--- src/rtl/hc_pkg.sv ---
package hc_pkg;
   localparam int HC_BLK_BYTES = 64;
   localparam int HC_LEN_BYTES = 8;

   typedef enum logic [1:0] {
      HC_IDLE = 2'd0,
      HC_REQ  = 2'd1,
      HC_WAIT = 2'd2,
      HC_DONE = 2'd3
   } hc_state_e;

   localparam logic [255:0] HC_SHA256_IV = {
      32'h6a09e667, 32'hbb67ae85, 32'h3c6ef372, 32'ha54ff53a,
      32'h510e527f, 32'h9b05688c, 32'h1f83d9ab, 32'h5be0cd19
   };
endpackage

--- src/rtl/hc_step_ctr.sv ---
module hc_step_ctr #(
   parameter int ITER_W = 8
) (
   input  logic              clk,
   input  logic              rst_n,
   input  logic              load_i,
   input  logic [1:0]        wsel_i,
   input  logic [ITER_W-1:0] chunk_i,
   input  logic              adv_i,
   output logic [ITER_W-1:0] iter_o,
   output logic              last_o,
   output logic              none_o
);
   logic [ITER_W-1:0] mask;
   logic [ITER_W-1:0] a_m;
   logic [ITER_W-1:0] steps;
   logic [ITER_W-1:0] iter_q;
   logic [ITER_W-1:0] remain_q;
   int                lw;

   always_comb begin
      lw = (wsel_i >= 2'd2) ? ITER_W : (2 << wsel_i);
      if (lw > ITER_W) lw = ITER_W;
      mask  = ITER_W'((64'd1 << lw) - 64'd1);
      a_m   = chunk_i & mask;
      steps = mask - a_m;
   end

   always_ff @(posedge clk) begin
      if (!rst_n) begin
         iter_q   <= '0;
         remain_q <= '0;
      end else if (load_i) begin
         iter_q   <= a_m;
         remain_q <= steps;
      end else if (adv_i) begin
         iter_q   <= iter_q + 1'b1;
         remain_q <= remain_q - 1'b1;
      end
   end

   assign iter_o = iter_q;
   assign last_o = (remain_q == ITER_W'(1));
   assign none_o = (steps == '0);

   assert_no_underflow_R1: assert property (@(posedge clk) disable iff (!rst_n)
      adv_i |-> (remain_q != '0));
endmodule

--- src/rtl/hc_msg_fmt.sv ---
module hc_msg_fmt
   import hc_pkg::*;
#(
   parameter int CTX_BYTES      = 22,
   parameter int NODE_W         = 256,
   parameter int ITER_W         = 8,
   parameter int SPX_ITER_BYTES = 4,
   parameter bit SPX_ENABLE     = 1'b1
) (
   input  logic                   mode_i,
   input  logic [CTX_BYTES*8-1:0] ctx_i,
   input  logic [ITER_W-1:0]      iter_i,
   input  logic [NODE_W-1:0]      chain_i,
   input  logic [NODE_W-1:0]      seed_i,
   output logic [HC_BLK_BYTES*8-1:0] blk_o,
   output logic [NODE_W-1:0]      init_o
);
   localparam int NODE_BYTES     = NODE_W / 8;
   localparam int LMS_MSG_BYTES  = CTX_BYTES + 1 + NODE_BYTES;
   localparam int SPX_TAIL_BYTES = CTX_BYTES + NODE_BYTES;
   localparam int SPX_MSG_BYTES  = HC_BLK_BYTES + SPX_TAIL_BYTES;
   localparam int SPX_FILL_BYTES = HC_BLK_BYTES - SPX_TAIL_BYTES - 1 - HC_LEN_BYTES;
   localparam int SPX_KEEP_W     = (CTX_BYTES - SPX_ITER_BYTES) * 8;
   localparam int SPX_ITER_W     = SPX_ITER_BYTES * 8;

   if (ITER_W != 8) begin : g_bad_iter
      $error("tree mode step counter field is one byte wide");
   end
   if (LMS_MSG_BYTES + 1 + HC_LEN_BYTES != HC_BLK_BYTES) begin : g_bad_lms
      $error("tree mode message must fill exactly one block");
   end
   if (SPX_FILL_BYTES < 1 || SPX_ITER_W < ITER_W) begin : g_bad_spx
      $error("forest mode layout does not fit one block");
   end

   logic [HC_BLK_BYTES*8-1:0] lms_blk;
   logic [HC_BLK_BYTES*8-1:0] spx_blk;

   assign lms_blk = {ctx_i, iter_i, chain_i, 8'h80,
                     64'(LMS_MSG_BYTES * 8)};
   assign spx_blk = {ctx_i[CTX_BYTES*8-1 -: SPX_KEEP_W],
                     {(SPX_ITER_W-ITER_W){1'b0}}, iter_i, chain_i, 8'h80,
                     {(SPX_FILL_BYTES*8){1'b0}}, 64'(SPX_MSG_BYTES * 8)};

   if (SPX_ENABLE) begin : g_dual
      assign blk_o  = mode_i ? spx_blk : lms_blk;
      assign init_o = mode_i ? seed_i : HC_SHA256_IV[NODE_W-1:0];
   end else begin : g_tree_only
      assign blk_o  = lms_blk;
      assign init_o = HC_SHA256_IV[NODE_W-1:0];
   end
endmodule

--- src/rtl/hc_chain_seq.sv ---
module hc_chain_seq
   import hc_pkg::*;
#(
   parameter int CTX_BYTES      = 22,
   parameter int NODE_W         = 256,
   parameter int ITER_W         = 8,
   parameter int SPX_ITER_BYTES = 4,
   parameter bit SPX_ENABLE     = 1'b1
) (
   input  logic                      clk,
   input  logic                      rst_n,
   input  logic                      start_i,
   input  logic                      mode_i,
   input  logic [1:0]                wsel_i,
   input  logic [ITER_W-1:0]         chunk_i,
   input  logic [NODE_W-1:0]         node_i,
   input  logic [CTX_BYTES*8-1:0]    ctx_i,
   input  logic [NODE_W-1:0]         seed_state_i,
   output logic                      req_valid_o,
   input  logic                      req_ready_i,
   output logic [NODE_W-1:0]         req_state_o,
   output logic [HC_BLK_BYTES*8-1:0] req_block_o,
   input  logic                      rsp_valid_i,
   input  logic [NODE_W-1:0]         rsp_state_i,
   output logic                      done_o,
   output logic [NODE_W-1:0]         result_o
);
   localparam int CTX_W = CTX_BYTES * 8;

   hc_state_e          st_q;
   logic               accept;
   logic               adv;
   logic               last;
   logic               none;
   logic [ITER_W-1:0]  iter;
   logic [NODE_W-1:0]  chain_q;
   logic [NODE_W-1:0]  seed_q;
   logic [CTX_W-1:0]   ctx_q;
   logic               mode_q;

   assign accept = start_i && (st_q == HC_IDLE || st_q == HC_DONE);
   assign adv    = (st_q == HC_WAIT) && rsp_valid_i;

   hc_step_ctr #(.ITER_W(ITER_W)) u_ctr (
      .clk     (clk),
      .rst_n   (rst_n),
      .load_i  (accept),
      .wsel_i  (wsel_i),
      .chunk_i (chunk_i),
      .adv_i   (adv),
      .iter_o  (iter),
      .last_o  (last),
      .none_o  (none)
   );

   hc_msg_fmt #(
      .CTX_BYTES      (CTX_BYTES),
      .NODE_W         (NODE_W),
      .ITER_W         (ITER_W),
      .SPX_ITER_BYTES (SPX_ITER_BYTES),
      .SPX_ENABLE     (SPX_ENABLE)
   ) u_fmt (
      .mode_i  (mode_q),
      .ctx_i   (ctx_q),
      .iter_i  (iter),
      .chain_i (chain_q),
      .seed_i  (seed_q),
      .blk_o   (req_block_o),
      .init_o  (req_state_o)
   );

   always_ff @(posedge clk) begin
      if (!rst_n) begin
         st_q <= HC_IDLE;
      end else begin
         unique case (st_q)
            HC_IDLE, HC_DONE: if (start_i) st_q <= none ? HC_DONE : HC_REQ;
            HC_REQ:           if (req_ready_i) st_q <= HC_WAIT;
            HC_WAIT:          if (rsp_valid_i) st_q <= last ? HC_DONE : HC_REQ;
            default:          st_q <= HC_IDLE;
         endcase
      end
   end

   always_ff @(posedge clk) begin
      if (!rst_n) begin
         chain_q <= '0;
         seed_q  <= '0;
         ctx_q   <= '0;
         mode_q  <= 1'b0;
      end else if (accept) begin
         chain_q <= node_i;
         seed_q  <= seed_state_i;
         ctx_q   <= ctx_i;
         mode_q  <= mode_i;
      end else if (adv) begin
         chain_q <= rsp_state_i;
      end
   end

   assign req_valid_o = (st_q == HC_REQ);
   assign done_o      = (st_q == HC_DONE);
   assign result_o    = chain_q;

   assert_req_hold_R7: assert property (@(posedge clk) disable iff (!rst_n)
      (req_valid_o && !req_ready_i) |=>
         (req_valid_o && $stable(req_block_o) && $stable(req_state_o)));

   assert_idle_when_done_R2: assert property (@(posedge clk) disable iff (!rst_n)
      done_o |-> !req_valid_o);

   assert_done_hold_R9: assert property (@(posedge clk) disable iff (!rst_n)
      (done_o && !start_i) |=> (done_o && $stable(result_o)));

   assert_busy_ignore_R8: assert property (@(posedge clk) disable iff (!rst_n)
      (st_q == HC_WAIT && start_i && !rsp_valid_i) |=>
         (st_q == HC_WAIT && $stable(chain_q) && $stable(req_block_o)));

   assert_empty_chain_R6: assert property (@(posedge clk) disable iff (!rst_n)
      (accept && none) |=> (done_o && result_o == $past(node_i)));

   assert_rsp_in_wait_R5: assert property (@(posedge clk) disable iff (!rst_n)
      rsp_valid_i |-> (st_q == HC_WAIT));
endmodule

--- config.mk ---
export PLATFORM = sky130hd
export DESIGN_NAME = hc_chain_seq
export DESIGN_NICKNAME = d
export VERILOG_FILES = /design/src/rtl/hc_pkg.sv /design/src/rtl/hc_step_ctr.sv /design/src/rtl/hc_msg_fmt.sv /design/src/rtl/hc_chain_seq.sv
export SDC_FILE = /design/constraint.sdc
export NUM_CORES = 2
export LEC_CHECK = 0
export BUFFER_PORTS_ARGS = -buffer_cell sky130_fd_sc_hd__buf_2
export CELL_PAD_IN_SITES_DETAIL_PLACEMENT = 0
export CELL_PAD_IN_SITES_GLOBAL_PLACEMENT = 1
export CORE_AREA = 2 2 773 775
export DETAILED_ROUTE_END_ITERATION = 12
export DIE_AREA = 0 0 775 777
export PLACE_DENSITY_LB_ADDON = 0.1
export SYNTH_ARGS = -nofsm -noshare
export SYNTH_HDL_FRONTEND = slang
export SYNTH_SLANG_ARGS = --single-unit
--- constraint.sdc ---
create_clock -name clk -period 3.1 [get_ports clk]
set_input_delay 0.465 -clock clk [delete_from_list [all_inputs] [get_ports clk]]
set_output_delay 0.465 -clock clk [all_outputs]
set_load 0.03 [all_outputs]
# Yosys cells after proc, flatten, opt, wreduce, memory -nomap -nowiden
# Cells that the tools add are included.
[word_totals]
regBits = 707
input_bits = 960
out_inout_bits = 1026
word_cells = 47
[classes]
addsub = 4
n_lt_le_gt_ge = 2
n_eq_ne = 7
shift = 2
mux = 16
n_bitwise = 1
n_reduce_logical = 8
[op_table]
columns = ["cell", "n"]
rows = [
  ["$mux W256", 3],
  ["$mux W368", 1],
  ["$mux W32", 2],
  ["$gt A32 B5 Y1 const B", 1],
  ["$mux W8", 4],
  ["$shl A1 B32 Y8 const A", 1],
  ["$shl A2 B2 Y32 const A", 1],
  ["$sub A8 B1 Y8 const B", 2],
  ["$mux W2", 5],
  ["$add A8 B1 Y8 const B", 1],
  ["$and A8 B8 Y8", 1],
  ["$eq A8 B1 Y1 const B", 1],
  ["$logic_not A8 Y1", 1],
  ["$sub A8 B8 Y8", 1],
  ["$pmux W2 S3", 1],
  ["$eq A2 B2 Y1 const B", 2],
  ["$ne A2 B2 Y1 const B", 2],
  ["$reduce_and A3 Y1", 1],
  ["$eq A2 B1 Y1 const B", 1],
  ["$ge A2 B2 Y1 const B", 1],
  ["$logic_and A1 B1 Y1", 2],
  ["$logic_not A2 Y1", 1],
  ["$ne A2 B1 Y1 const B", 1],
  ["$reduce_bool A2 Y1", 1],
  ["2 further kinds", 2],
]

# Depth between registers and ports, before layout
[logic_depth]
word_depth = 12
mapped_depth = 10

# Cells and area by module
# Synthesis repeated with hierarchy kept, for this count alone.
[hier_totals]
hier_cells = 4269
area_unflattened_um2 = 33260.6
[by_module_without_submodules]
columns = ["module", "n_inst", "cells_each", "area_each_um2"]
rows = [
  ["hc_chain_seq", 1, 3321, 25563.3],
  ["hc_msg_fmt", 1, 831, 6741.5],
  ["hc_step_ctr", 1, 117, 955.9],
]

# Worst setup path after synthesis
# Ideal clock, no wire load.
[synth_timing]
path_type = "reg-to-output"
from = "reg mode_q"
to = "out req_block_o[268]"
t_arrival_ns = 1.369
required_time_ns = 2.635
setup_slack_ns = 1.266
stages_incl_launch_ff = 5
n_path_buf = 3
cell_sequence = "dfxtp_1 clkbuf_1 clkbuf_1 buf_2 mux2_2"
[synth_via]
elab_chain_len = 1
[synth_lines]
columns = ["element", "line_no", "rtl"]
rows = [
  ["from (decl)", "hc_chain_seq.sv:39", "logic mode_q;"],
  ["from (signal assigned)", "hc_chain_seq.sv:95", "mode_q <= mode_i;"],
  ["$mux W368", "hc_msg_fmt.sv:46", "assign blk_o = mode_i ? spx_blk : lms_blk;"],
  ["to (decl)", "hc_chain_seq.sv:22", "output logic [HC_BLK_BYTES*8-1:0] req_block_o,"],
]
# No other way between the ends.

# Worst setup path in the final report
[layout_timing]
from = "reg mode_q"
to = "out req_state_o[134]"
[layout_via]
elab_chain_len = 1
[layout_lines]
columns = ["element", "line_no", "rtl"]
rows = [
  ["$mux W256", "hc_msg_fmt.sv:47", "assign init_o = mode_i ? seed_i : HC_SHA256_IV[NODE_W-1:0];"],
  ["to (decl)", "hc_chain_seq.sv:21", "output logic [NODE_W-1:0] req_state_o,"],
]
# No other way between the ends.

==> impl_results.md <==
- Post-Synthesis Cell Area: 0.0352 mm²
- Area growth, synth to finish: 91.4%
- Number of library cell types mapped by synthesis: 44
- Total number of vias: 42600
- LEAKAGE: 29.9 nW
- Final cycle utilization of the critical path: 0.934
- Synth top cells by count: 1400 x sky130_fd_sc_hd__nand2_1, 707 x sky130_fd_sc_hd__dfxtp_1, 434 x sky130_fd_sc_hd__a21boi_0, 264 x sky130_fd_sc_hd__mux2_2, 261 x sky130_fd_sc_hd__nand3_1
- Most common cell in the synthesized netlist: sky130_fd_sc_hd__nand2_1
- Finish-stage setup viols: 0
- Largest stage delay on the critical path: 0.39 ns
- Endpoints failing hold: 0
- Post-route worst setup slack: 0.206 ns
- Die Y-Extent: 777 µm
- Post-Place Setup Slack: 0.625 ns
- DR DRC count: 0
- Worst hold path startpoint: rst_n
- Max-cap violations: 0
- Maximum clock frequency: 0.346 GHz
- Number of iterations in the first detailed-routing pass: 5
- Largest net degree at the start of global routing: 92
- Sink Count: 707
- Yosys top cell by area: sky130_fd_sc_hd__dfxtp_1
- Global-route wire length before repair: 497000 µm
- Capture instance of the worst register-to-register path: seed_q[105]$_SDFFE_PN0P_
- Number of antenna violations at the first check in global routing: 339
- Fin Setup TNS: 0 ns
- Proportion of synthesized flip-flops having asynchronous set or reset: 0
- Most frequent cell on the critical path: sky130_fd_sc_hd__buf_12
- Min-Delay Endpoint: seed_q[237]$_SDFFE_PN0P_
- Starting utilization of the core area: 0.0593
- Maximum root-to-sink buffer count: 4
- Area of the placeable core: 0.593 mm²
- Worst path bufs/invs: 4
- Clock slew seen by the registers of the worst setup and hold paths: 0.06 ns
- Cell row count: 283
- Fraction of synthesized cell area taken by the top area cell type: 0.403
- Prevailing post-synth register cell: sky130_fd_sc_hd__dfxtp_1
- Worst IR Drop VDD: 0.499 mV
- Fraction of the yosys area taken by sequential cells: 0.403
- WS Path Type: flop to output port
- Total of buffers placed on input and output ports: 1916
- Arr. time, crit path: 2.43 ns
- Largest clock skew in the final design: 0.107 ns
- Clk Latency, worst-skew pair: 0.93 ns
- Seq cells post-synth: 707
- Layout fillers: 69100
- Number of synthesized flops with an enable pin: 0
- HP Class: input pin to flop
- Power density cells: 923 mW/mm²
- Worst reg-to-reg setup slack: 0.25 ns
- Top post-synthesis cells by area: sky130_fd_sc_hd__dfxtp_1 40%, sky130_fd_sc_hd__nand2_1 15%, sky130_fd_sc_hd__a21boi_0 9.3%
- Total overflow reported by the global router: 0
- Family with the most delay on the worst path: buffers and inverters
- Max-slew violation total from the final report: 0
- Width of the die: 775 µm
- Post-route minimum period: 2.89 ns
- Tightest Pin Transition: 0.908 ns
- Final weighted congestion in routability-driven placement: 0.828
- Final WL: 393000 µm
- Worst rel slew slack: 0.394
- Number of H-tree branching levels: 3
- Yosys warning count: 0
- Clock buffer count from CTS: 122
- Syn_area_per_cell: 8.23 µm²
- FF-to-FF Start: st_q[0]$_SDFFE_PN0P_
- FF-to-FF path depth: 8
- Outcome: completed
- Number of global-route vias before repair: 44900
- Cells along the critical path: buf_12 -> buf_12 -> buf_12 -> and2_1 -> buf_2
- Top-level port count: 1986
- Critical path endpoint category: output port
- Net count of the finished layout: 7857
- Clock tree from TritonCTS: built
- Number of nets with antenna violations after routing: 0
- Number of DRC markers in iteration 0: 1820
- Wire length per cell: 26.3 µm
- Full die area: 0.602 mm²
- Hold Path Stages: 2
- Count of mapped cells out of synthesis: 4271
- Via density per instance: 2.85
- Critical path required time: 2.63 ns
- Largest fanout on the critical path: 35
- Fraction of layout cells with a size suffix above 1: 0.364
- Library cell contributing the largest single delay on the critical path: sky130_fd_sc_hd__dfxtp_4
- RSZ-0062 raised after global routing: false
- Cell chosen for the clock root: sky130_fd_sc_hd__clkbuf_16
- Startpoint Class: flop
- Total global routing track utilization: 0.125
- Detailed-placement wirelength estimate: 329000 µm
worst reg2reg max path, delay by kind of cell (launching register included):
| kind | cells | cell delay [ns] |
|---|---|---|
| buffers and inverters | 4 | 1.43 |
| and+or+nand+nor | 2 | 0.46 |
| adders and majority gates | 1 | 0.43 |
| DFF | 1 | 0.42 |
| AOI/OAI and AO/OA | 1 | 0.16 |
power breakdown:
group          switching [mW]  total (mW)  internal, mW
Sequential               4.65        16.5          11.8
Combinational            20.6        30.9          10.3
Clock                    6.05        14.7          8.68
metrics by stage:
stage | power [mW] | cells | util | area (µm²) | hold slack [ns]
floorplan | 31.4 | 4338 | - | 35400 | 0.438
global placement | 46.5 | 13700 | 0.0905 | 53700 | 0.447
detailed placement | 46.5 | 13700 | 0.0905 | 53700 | 0.453
CTS | 64.4 | 14800 | 0.113 | 66900 | 0.000538
global route | 66.0 | 14900 | 0.113 | 67100 | 0.0241
finish | 62.1 | 14900 | 0.113 | 67300 | 0.100
what timing repair did:
action / in CTS / in global routing
cloned: 2 / 1
setup endpoints to repair: 172 / 7
resized for setup: 6 / 0
hold buffers: 910 / 0
buffers inserted: 1 / 0
hold endpoints to repair: 699 / 0
flip-flops by register name (all words and copies together), names as in the netlist:
register	cells
result_o	256
u_ctr.iter_o	8
seed_q	256
ctx_q	176
st_q	2
mode_q	1
u_ctr.remain_q	8
metal layers:
layer  vias to the layer above  routed length, µm  GRT usage
met3                       586              31000     0.0433
li1                      19400                  -          -
met4                       196              13000     0.0352
met1                     20700             162000      0.148
met5                         -               1280          0
met2                      1774             186000      0.212
placed cells by master (no fill, tap or decap), types with 9 or more instances in the layout:
cell type | netlist | routed
sky130_fd_sc_hd__buf_4 | 233 | 110
sky130_fd_sc_hd__clkinv_2 | 0 | 15
sky130_fd_sc_hd__clkbuf_8 | 0 | 25
sky130_fd_sc_hd__dlygate4sd3_1 | 0 | 910
sky130_fd_sc_hd__nor2b_1 | 34 | 34
sky130_fd_sc_hd__o211a_1 | 260 | 260
sky130_fd_sc_hd__dfxtp_1 | 707 | 705
sky130_fd_sc_hd__conb_1 | 2 | 69
sky130_fd_sc_hd__buf_2 | 162 | 1913
sky130_fd_sc_hd__clkbuf_16 | 0 | 124
sky130_fd_sc_hd__mux2_2 | 264 | 264
sky130_fd_sc_hd__buf_12 | 0 | 60
sky130_fd_sc_hd__and2_1 | 122 | 120
sky130_fd_sc_hd__a21boi_0 | 434 | 434
sky130_fd_sc_hd__nand2b_1 | 136 | 136
sky130_fd_sc_hd__clkbuf_1 | 149 | 38
sky130_fd_sc_hd__nand3_1 | 261 | 261
sky130_fd_sc_hd__bufinv_16 | 0 | 10
sky130_fd_sc_hd__diode_2 | 0 | 127
sky130_fd_sc_hd__nand2_1 | 1400 | 1399
sky130_fd_sc_hd__xnor2_1 | 9 | 9
how the worst max path moves through the flow:
| stage | depth (start not counted) | endpoint | start | slack (ns) |
|---|---|---|---|---|
| 2_1_floorplan | 4 | req_block_o[268] | mode_q$_SDFFE_PN0P_ | 1.27 |
| 3_3_place_gp | 8 | u_ctr.iter_o[4]$_SDFFE_PN0P_ | st_q[0]$_SDFFE_PN0P_ | 0.59 |
| 3_5_place_dp | 7 | seed_q[105]$_SDFFE_PN0P_ | st_q[0]$_SDFFE_PN0P_ | 0.63 |
| 4_1_cts | 2 | req_block_o[305] | result_o[225]$_SDFFE_PN0P_ | 0.008 |
| 5_1_grt | 5 | req_state_o[151] | mode_q$_SDFFE_PN0P_ | 0.005 |
| 6_report | 5 | req_state_o[134] | mode_q$_SDFFE_PN0P_ | 0.21 |
kinds of logic (layout without fill, tap and decap cells):
kind of cell             Yosys count  after routing  synth area share
buffers and inverters            580           3227            0.0928
other                              2            196          0.000214
XOR/XNOR                          14             14           0.00349
adder cells (fa/ha/maj)            7              7           0.00249
flip-flops                       707            707             0.403
AO/OA/AOI/OAI                    718            718             0.171
multiplexers                     264            264            0.0846
AND/OR/NAND/NOR                 1979           1979             0.243
area by class of cell:
type	instances	area [µm²]	share of cell area
tap	7837	9810	0.146
multi-input combinational	3051	18000	0.268
clock buffer	186	3560	0.0530
antenna	127	318	0.00472
timing repair buffer	3000	20900	0.311
sequential	707	14200	0.210
inverter	8	30.0	0.000446
clock inverter	33	495	0.00736
Power figures use the tool's default switching activity.
